[config.mk]
export PLATFORM = sky130hd
export DESIGN_NAME = quad_mux_latch
export DESIGN_NICKNAME = d
export VERILOG_FILES = /design/src/rtl/qml_pkg.sv /design/src/rtl/qml_enable_track.sv /design/src/rtl/qml_slice_mux.sv /design/src/rtl/qml_store.sv /design/src/rtl/quad_mux_latch.sv
export SDC_FILE = /design/constraint.sdc
export NUM_CORES = 1
export LEC_CHECK = 0
export BUFFER_PORTS_ARGS = -buffer_cell sky130_fd_sc_hd__clkbuf_2
export CAP_MARGIN = 10
export CELL_PAD_IN_SITES_DETAIL_PLACEMENT = 1
export CELL_PAD_IN_SITES_GLOBAL_PLACEMENT = 2
export CORE_MARGIN = 2
export CORE_UTILIZATION = 24
export DETAILED_ROUTE_END_ITERATION = 7
export PLACE_DENSITY = 0.83
export SLEW_MARGIN = 20
export SYNTH_ARGS = -nofsm -noshare
export SYNTH_HDL_FRONTEND = slang
export SYNTH_HIERARCHICAL = 1
export SYNTH_SLANG_ARGS = --single-unit
[constraint.sdc]
create_clock -name clk -period 0.8 [get_ports clk]
set_input_delay 0.04 -clock clk [delete_from_list [all_inputs] [get_ports clk]]
set_output_delay 0.04 -clock clk [all_outputs]
set_load 0.05 [all_outputs]
[src/rtl/qml_pkg.sv]
`timescale 1ns/1ps
package qml_pkg;

  localparam int MODE_W = 2;

  typedef enum logic [MODE_W-1:0] {
    MODE_SRC0 = 2'b00,
    MODE_ZERO = 2'b01,
    MODE_OR   = 2'b10,
    MODE_SRC1 = 2'b11
  } qml_mode_e;

  // Result of one slice for a given mode and its two source bits.
  function automatic logic slice_pick(input qml_mode_e m, input logic a, input logic b);
    logic r;
    case (m)
      MODE_SRC0: r = a;
      MODE_SRC1: r = b;
      MODE_OR:   r = a | b;
      default:   r = 1'b0;
    endcase
    return r;
  endfunction

  // True when both active-low enables are asserted.
  function automatic logic gate_open(input logic ea_n, input logic eb_n);
    return ~(ea_n | eb_n);
  endfunction

endpackage

[src/rtl/qml_enable_track.sv]
`timescale 1ns/1ps
module qml_enable_track (
  input  logic clk,
  input  logic rst,
  input  logic en_a_n,
  input  logic en_b_n,
  output logic open_now,
  output logic lock_evt
);
  import qml_pkg::*;

  logic open_q;

  assign open_now = gate_open(en_a_n, en_b_n);

  always_ff @(posedge clk or posedge rst) begin
    if (rst) open_q <= 1'b0;
    else     open_q <= open_now;
  end

  // The latch was open at the previous edge and is closed at this one.
  assign lock_evt = open_q & ~open_now;

endmodule

[src/rtl/qml_slice_mux.sv]
`timescale 1ns/1ps
module qml_slice_mux (
  input  qml_pkg::qml_mode_e mode,
  input  logic               a,
  input  logic               b,
  output logic               y
);
  import qml_pkg::*;

  assign y = slice_pick(mode, a, b);

endmodule

[src/rtl/qml_store.sv]
`timescale 1ns/1ps
module qml_store #(
  parameter int WIDTH = 4
) (
  input  logic             clk,
  input  logic             rst,
  input  logic             load,
  input  logic [WIDTH-1:0] d,
  output logic [WIDTH-1:0] q,
  output logic [WIDTH-1:0] q_n
);

  always_ff @(posedge clk or posedge rst) begin
    if (rst)       q <= '0;
    else if (load) q <= d;
  end

  // The complementary word lives in its own register bank.
  always_ff @(posedge clk or posedge rst) begin
    if (rst)       q_n <= '1;
    else if (load) q_n <= ~d;
  end

endmodule

[src/rtl/quad_mux_latch.sv]
`timescale 1ns/1ps
module quad_mux_latch #(
  parameter int WIDTH = 4
) (
  input  logic             clk,
  input  logic             rst,
  input  logic             en_a_n,
  input  logic             en_b_n,
  input  logic [1:0]       mode,
  input  logic [WIDTH-1:0] src0,
  input  logic [WIDTH-1:0] src1,
  output logic [WIDTH-1:0] q,
  output logic [WIDTH-1:0] q_n
);
  import qml_pkg::*;

  qml_mode_e        mode_e;
  logic [WIDTH-1:0] pick_w;
  logic             open_w;
  logic             lock_w;

  assign mode_e = qml_mode_e'(mode);

  qml_enable_track i_track (
    .clk      (clk),
    .rst      (rst),
    .en_a_n   (en_a_n),
    .en_b_n   (en_b_n),
    .open_now (open_w),
    .lock_evt (lock_w)
  );

  for (genvar g = 0; g < WIDTH; g++) begin : g_slice
    qml_slice_mux i_mux (
      .mode (mode_e),
      .a    (src0[g]),
      .b    (src1[g]),
      .y    (pick_w[g])
    );
  end

  qml_store #(.WIDTH(WIDTH)) i_store (
    .clk  (clk),
    .rst  (rst),
    .load (open_w),
    .d    (pick_w),
    .q    (q),
    .q_n  (q_n)
  );

endmodule

## After elaboration in Yosys (flattened, before gate mapping)

Index checks and enable logic that the tools add are counted.

- Output and inout port bits: 8
- Bits of input ports: 14
- Logic and storage cells: 15
- Register bits after elaboration: 8

- Multiplexer cells: 4
- Bitwise logic cells: 6
- Equality and inequality tests: 2
- Reductions and logical operators: 1

Operator list:

| cell | count |
|---|---|
| $pmux 1 s3 | 4 |
| $or 1x1->1 | 5 |
| $eq 2x2->1 const B | 2 |
| $not 4->4 | 1 |
| $logic_not 2->1 | 1 |

## Longest topological paths before layout

Gate-level depths: netlist of run 1.

- Depth after elaboration: 3
- Depth in mapped cells: 4
- Depth with buffers taken out: 3

## By module

The synthesis of run 1 kept the hierarchy.

By module, submodules not included:

| module | cells an instance | area an instance (um^2) | seq. area each (um^2) | times used |
|---|---|---|---|---|
| qml_store | 22 | 316.6 | 205.2 | 1 |
| qml_slice_mux | 3 | 16.3 | 0.0 | 4 |
| qml_enable_track | 4 | 40.0 | 25.0 | 1 |

## Worst setup path before layout of run 1

Ideal clock, no wire load.

- Path kind: reg2reg
- Start point: register, netlist name i_store/q[0]
- End point: register i_store.q[0]
- Stages on the path, launching flop included: 2
- Setup slack: -0.194 ns
- Path buffers: 0
- Library setup time: 0.125 ns
- Arrival: 0.869 ns
- Cell sequence: dfrtp_1 mux2_4

RTL lines:

| what | RTL line | RTL |
|---|---|---|
| to (signal assigned) | qml_store.sv:14 | `if (rst) q <= '0;` |
| to (signal assigned) | qml_store.sv:15 | `else if (load) q <= d;` |
| to (decl) | qml_store.sv:9 | `output logic [WIDTH-1:0] q,` |

## Worst setup path after layout of run 1

- Start point: register i_store.q_n[1]
- End point: output q_n[1]

RTL lines:

| what | RTL line | RTL |
|---|---|---|
| from (decl) | qml_store.sv:10 | `output logic [WIDTH-1:0] q_n` |
| from (signal assigned) | qml_store.sv:21 | `else if (load) q_n <= ~d;` |
| to (decl) | quad_mux_latch.sv:13 | `output logic [WIDTH-1:0] q_n` |

No word-level cell between the ends.

==> flow_summary_export.csv, run 1 <==
group,metric,value,unit
grt,first_global_vias,398,
floorplan,fp-row-count,14,
floorplan,start_util,25.6,%
clocking,cts.htree.levels,1,
worst_setup_path,cpMaxStageDelayCell,"dfstp_2",
placed_design,dp_hpwl,708,um
power,vdd_drop_max,0.827,mV
sta,timing.final.crit_share,124,%
routing,ant_nets,0,
yosys,syn-cell-area,385,um^2
worst_setup_path,worstSetupStartpointType,"register",
yosys,synth-warning-count,6,
sta,finalHoldViolations,0,
worst_setup_path,r2r-end,"i_store/q_n[1]$_DFFE_PP1P_",
placed_design,pre_cts_ws,-54.2,ps
clocking,cts_tree,"yes",
worst_setup_path,reg2reg_depth,3,
floorplan,die-area,1940,um^2
sta,setup_viol,11,
job,maxCapViolCount,0,
sta,final.setup_skew,0,ps
worst_setup_path,crit_required,760,ps
sta,fin_crit,994,ps
worst_setup_path,critical_path_peak_fanout,2,
worst_setup_path,r2r_setup_slack,-30,ps
outcome,status,"finished, violations left",
power,p_per_area,2250,nW/um^2
grt,grt_pass1_wl,1.64,mm
final_layout,drive_gt1_share,77.4,%
yosys,syn_nets,49,
worst_setup_path,cp.buffers_inverters,1,
grt,grt_max_degree,9,
grt,grt_overflow,0,
final_layout,nets,78,
sta,setup_slack,-194,ps
routing,wirelength,859,um
sta,rsz0062_at_grt,"true",
worst_setup_path,arrival,950,ps
grt,antenna_found_initial,0,
sta,max_freq,1010,MHz
worst_hold_path,hp-class,"input pin to register",
placed_design,gp_congestion,0.714,
floorplan,ios,22,
floorplan,core,1510,um^2
clocking,cts_made_buffers,3,
sta,slew_headroom,80.4,%
worst_setup_path,endpoint,"q_n[1]",
power,leakagePower,0.337,nW
final_layout,final_area,672,um^2
floorplan,chipWidth,44.1,um
placed_design,io_buffers,21,
clocking,clk_pin_slew,50,ps
worst_setup_path,worstSetupPathType,"register to output pin",
yosys,syn_avg_cell_area,11.0,um^2
worst_setup_path,reg2reg_from,"i_store/q_n[1]$_DFFE_PP1P_",
final_layout,num_antenna_cells,0,
worst_setup_path,crit_path_cell_trace,"clkbuf_16",
clocking,cts_max_path_buffers,2,
clocking,clk_latency,250,ps
routing,via_per_inst,4.40,
grt,grt_use_total,11.8,%
outcome,violations,"negative setup slack",
worst_setup_path,critPathTopFamily,"flip-flops",
final_layout,area_delta_synth_final,74.4,%
yosys,synth_cells,35,
routing,drtIter0Drc,1,
worst_setup_path,slowest_delay,550,ps
sta,worst_pin_slew,293,ps
routing,vias,343,
worst_setup_path,crit_cells,1,
routing,routedWlPerCell,11.0,um
placed_design,place_area,549,um^2
worst_setup_path,cp-end-kind,"output pin",
worst_setup_path,startpoint,"i_store/q_n[1]$_DFFE_PP1P_",
clocking,cts_sinks,8,
routing,drtPass1Iterations,2,
routing,drc,0,
sta,slew_violations,0,
floorplan,die_h,44.1,um
clocking,clockRootBuffer,"clkbuf_4",
metal layers:
layer,up-vias,GRT usage (%),wire (um)
met5,-,0,0
met3,0,6.12,35
met2,8,21.5,496
li1,164,-,-
met1,171,12.3,327
met4,0,1.82,0
final cells by class:
type	count	area, um^2
clock buffers	3	22.5
fillers	172	835
inverters	6	22.5
multi-input cells	20	159
flip-flops and latches	8	210
well taps	16	20.0
repair buffers	25	238
sequential cells by signal, summed over array words and instances, names as in the netlist:
signal	cells
i_store/q_n	4
i_store/q	4
layout by cell type (no fill, tap or decap):
| cell | count |
|---|---|
| nor2_1 | 2 |
| nand2_1 | 4 |
| buf_8 | 5 |
| o21ai_2 | 4 |
| buf_4 | 3 |
| inv_1 | 5 |
| dfstp_2 | 4 |
| clkbuf_2 | 13 |
| mux2i_1 | 1 |
| clkbuf_4 | 3 |
| a21oi_1 | 1 |
| mux2_2 | 1 |
| buf_12 | 2 |
| inv_2 | 1 |
| dlygate4sd3_1 | 1 |
| a21oi_2 | 2 |
| nor2_2 | 2 |
| mux2_4 | 3 |
| clkbuf_16 | 1 |
| dfrtp_2 | 4 |
worst reg2reg max path: stages, from the launching register on:
cell	delay (ps)
dfstp_2	550
buf_4	110
nor2_2	30
a21oi_2	90
power by group:
group	leakage, nW	internal (mW)	switching, mW
Sequential	0.0859	0.500	0.0643
Clock	0.0138	0.171	0.123
Combinational	0.237	0.315	0.342
Total	0.337	0.986	0.529
stage by stage:
| step | hold WS, ps | util (%) | TNS, ps | std cells | total power [mW] |
|---|---|---|---|---|---|
| 6_report | 53.0 | 44.6 | -981 | 78 | 1.51 |
| 5_1_grt | 75.7 | 44.6 | -1390 | 78 | 1.60 |
| 4_1_cts | 49.2 | 42.9 | -1140 | 77 | 1.49 |
| 3_5_place_dp | -11.0 | 36.5 | -169 | 73 | 1.08 |
| 3_3_place_gp | -28.7 | 36.5 | -101 | 73 | 1.07 |
| 2_1_floorplan | -147 | - | -869 | 35 | 0.890 |
worst min-delay path by stage:
stage	start	end	slack, ps	cells past startpoint
2_1_floorplan	rst	i_store/q[0]$_DFFE_PP0P_	-150	1
3_3_place_gp	rst	i_store/q[0]$_DFFE_PP0P_	-30	2
3_5_place_dp	rst	i_store/q[1]$_DFFE_PP0P_	-10	2
4_1_cts	src1[2]	i_store/q_n[2]$_DFFE_PP1P_	50	4
5_1_grt	src1[2]	i_store/q_n[2]$_DFFE_PP1P_	80	4
6_report	src1[1]	i_store/q_n[1]$_DFFE_PP1P_	50	4
timing repair:
action,in CTS,in global routing
hold endpoints to repair,8,0
setup endpoints to repair,9,13
gates resized for setup,14,9
gates cloned,0,0
setup buffers,0,1
hold buffers,1,0
Power figures use the tool's default switching activity.
==> inputs of run 2 (changes only) <==
--- a/config.mk
+++ b/config.mk
@@ -7,12 +7,10 @@
 export LEC_CHECK = 0
 export BUFFER_PORTS_ARGS = -buffer_cell sky130_fd_sc_hd__clkbuf_2
 export CAP_MARGIN = 10
-export CELL_PAD_IN_SITES_DETAIL_PLACEMENT = 1
-export CELL_PAD_IN_SITES_GLOBAL_PLACEMENT = 2
-export CORE_MARGIN = 2
-export CORE_UTILIZATION = 24
+export CORE_AREA = 2 2 39 41
 export DETAILED_ROUTE_END_ITERATION = 7
-export PLACE_DENSITY = 0.83
+export DIE_AREA = 0 0 41 43
+export PLACE_DENSITY = 0.69
 export SLEW_MARGIN = 20
 export SYNTH_ARGS = -nofsm -noshare
 export SYNTH_HDL_FRONTEND = slang
==> run 2 against run 1 <==
Effect of this change: the run still ends with negative setup slack left; register-to-register slack better by 20 ps; die area is 9.2% lower; non-clock buffer count stayed put.
==> flow_summary_export.csv, run 2 (same netlist as run 1, synthesis figures left out) <==
group,metric,value,unit
final_layout,reg.largest.list,"i_store/q x4, i_store/q_n x4",
clocking,clk_latency,250,ps
clocking,cts_made_buffers,3,
sta,slew_violations,0,
clocking,cts_sinks,8,
job,maxCapViolCount,0,
final_layout,final_common_cell,"clkbuf_2",
sta,worst_pin_slew,305,ps
grt,grt_pass1_wl,1.44,mm
power,vdd_drop_max,1.20,mV
worst_setup_path,crit_path_cell_trace,"clkbuf_16",
worst_setup_path,cp-end-kind,"output pin",
grt,antenna_found_initial,0,
outcome,violations,"negative setup slack",
power,p_per_area,2230,nW/um^2
sta,fin_crit,1000,ps
floorplan,die_h,43,um
outcome,status,"finished, violations left",
worst_setup_path,r2r_setup_slack,-10,ps
grt,first_global_vias,370,
worst_setup_path,worstSetupStartpointType,"register",
worst_setup_path,worstSetupPathType,"register to output pin",
routing,ant_nets,0,
sta,setup_viol,9,
worst_setup_path,critPathTopFamily,"flip-flops",
worst_setup_path,cpMaxStageDelayCell,"dfstp_2",
sta,final.setup_skew,0,ps
clocking,cts_max_path_buffers,2,
placed_design,dp_hpwl,637,um
final_layout,num_antenna_cells,0,
final_layout,drive_gt1_share,69.4,%
worst_setup_path,crit_required,760,ps
worst_setup_path,cp.buffers_inverters,1,
clocking,cts_tree,"yes",
final_layout,multi_input_area,146,um^2
floorplan,chipWidth,41,um
floorplan,start_util,27.8,%
final_layout,finish.utilization,49.1,%
clocking,cts_setup_buffers,0,
routing,drtPass1Iterations,2,
final_layout,nets,78,
routing,drtIter0Drc,4,
placed_design,gp_congestion,0.692,
worst_setup_path,critical_path_peak_fanout,2,
grt,grt_use_total,12.6,%
routing,wirelength,845,um
clocking,cts.htree.levels,1,
floorplan,core,1380,um^2
routing,via_per_inst,4.36,
routing,routedWlPerCell,10.8,um
final_layout,final_cell_mix,"clkbuf_2 (13), inv_1 (6)",
placed_design,pre_cts_ws,-28.1,ps
worst_setup_path,slowest_delay,550,ps
sta,max_freq,999,MHz
sta,finalHoldViolations,0,
sta,setup_tns,-1010,ps
sta,slew_headroom,79.6,%
clocking,clk_pin_slew,50,ps
sta,timing.final.crit_share,125,%
placed_design,io_buffers,21,
grt,grt_overflow,0,
sta,setup_slack,-201,ps
final_layout,area_delta_synth_final,76.3,%
floorplan,fp-row-count,14,
final_layout,final-seq-area,210,um^2
clocking,clockRootBuffer,"clkbuf_4",
sta,hold_ws,57.2,ps
final_layout,num-fill-cells,131,
sta,rsz0062_at_grt,"true",
floorplan,ios,22,
routing,drc,0,
floorplan,die-area,1760,um^2
routing,vias,340,
power,leakagePower,0.350,nW
worst_setup_path,arrival,960,ps
grt,grt_max_degree,9,
worst_hold_path,hp-class,"input pin to register",
## run 2: where the power goes
group / internal [mW] / total (mW) / switching [mW] / leakage [nW]
sequential: 0.500 / 0.560 / 0.0603 / 0.0859
clock: 0.171 / 0.298 / 0.127 / 0.0138
combinational: 0.324 / 0.659 / 0.334 / 0.250
total: 0.995 / 1.52 / 0.522 / 0.350
## run 2: routing by layer
metal	track usage (%)	vias to the layer above	share of wire [%]	routed length [um]
li1	-	165	-	-
met1	12.0	165	35	296
met2	20.6	10	59	500
met3	6.81	0	5.7	48
met4	6.00	0	0	0
met5	0	-	0	0
## run 2: what timing repair did
| item | CTS | global route |
|---|---|---|
| resized for setup | 20 | 4 |
| endpoints found under the hold margin | 8 | 0 |
| hold buffers | 1 | 0 |
| gates cloned | 0 | 0 |
| setup endpoints to repair | 8 | 11 |
## run 2: final cells by class
cell class,count,share of cell area (%)
flip-flops and latches,8,30.9
repair buffers,25,37.9
inverters,6,3.31
clock buffers,3,3.31
multi-input cells,20,21.5
well taps,16,2.95
## run 2: path summary, 6_finish.rpt
kind,startpoint,to,cells after the start
hold reg to reg,i_store/q_n[3]$_DFFE_PP1P_,i_store/q_n[3]$_DFFE_PP1P_,2
setup / recovery,i_store/q_n[0]$_DFFE_PP1P_,q_n[0],1
min in group asynchronous,rst,i_store/q[0]$_DFFE_PP0P_,3
setup reg to reg,i_store/q_n[3]$_DFFE_PP1P_,i_store/q_n[3]$_DFFE_PP1P_,2
max in group asynchronous,rst,i_store/q_n[3]$_DFFE_PP1P_,3
hold / removal,src1[2],i_store/q_n[2]$_DFFE_PP1P_,4
## run 2: worst register-to-register path, stage by stage, from the launching register on
cell     delay, ps
dfstp_2        540
inv_1           40
mux2i_1        150
## run 2: stage by stage
step | instance area [um^2] | power, mW | instances
finish | 679 | 1.52 | 78
detailed placement | 527 | 1.01 | 74
CTS | 674 | 1.51 | 78
global route | 679 | 1.59 | 78
floorplan | 390 | 0.890 | 35
global placement | 527 | 1.01 | 74
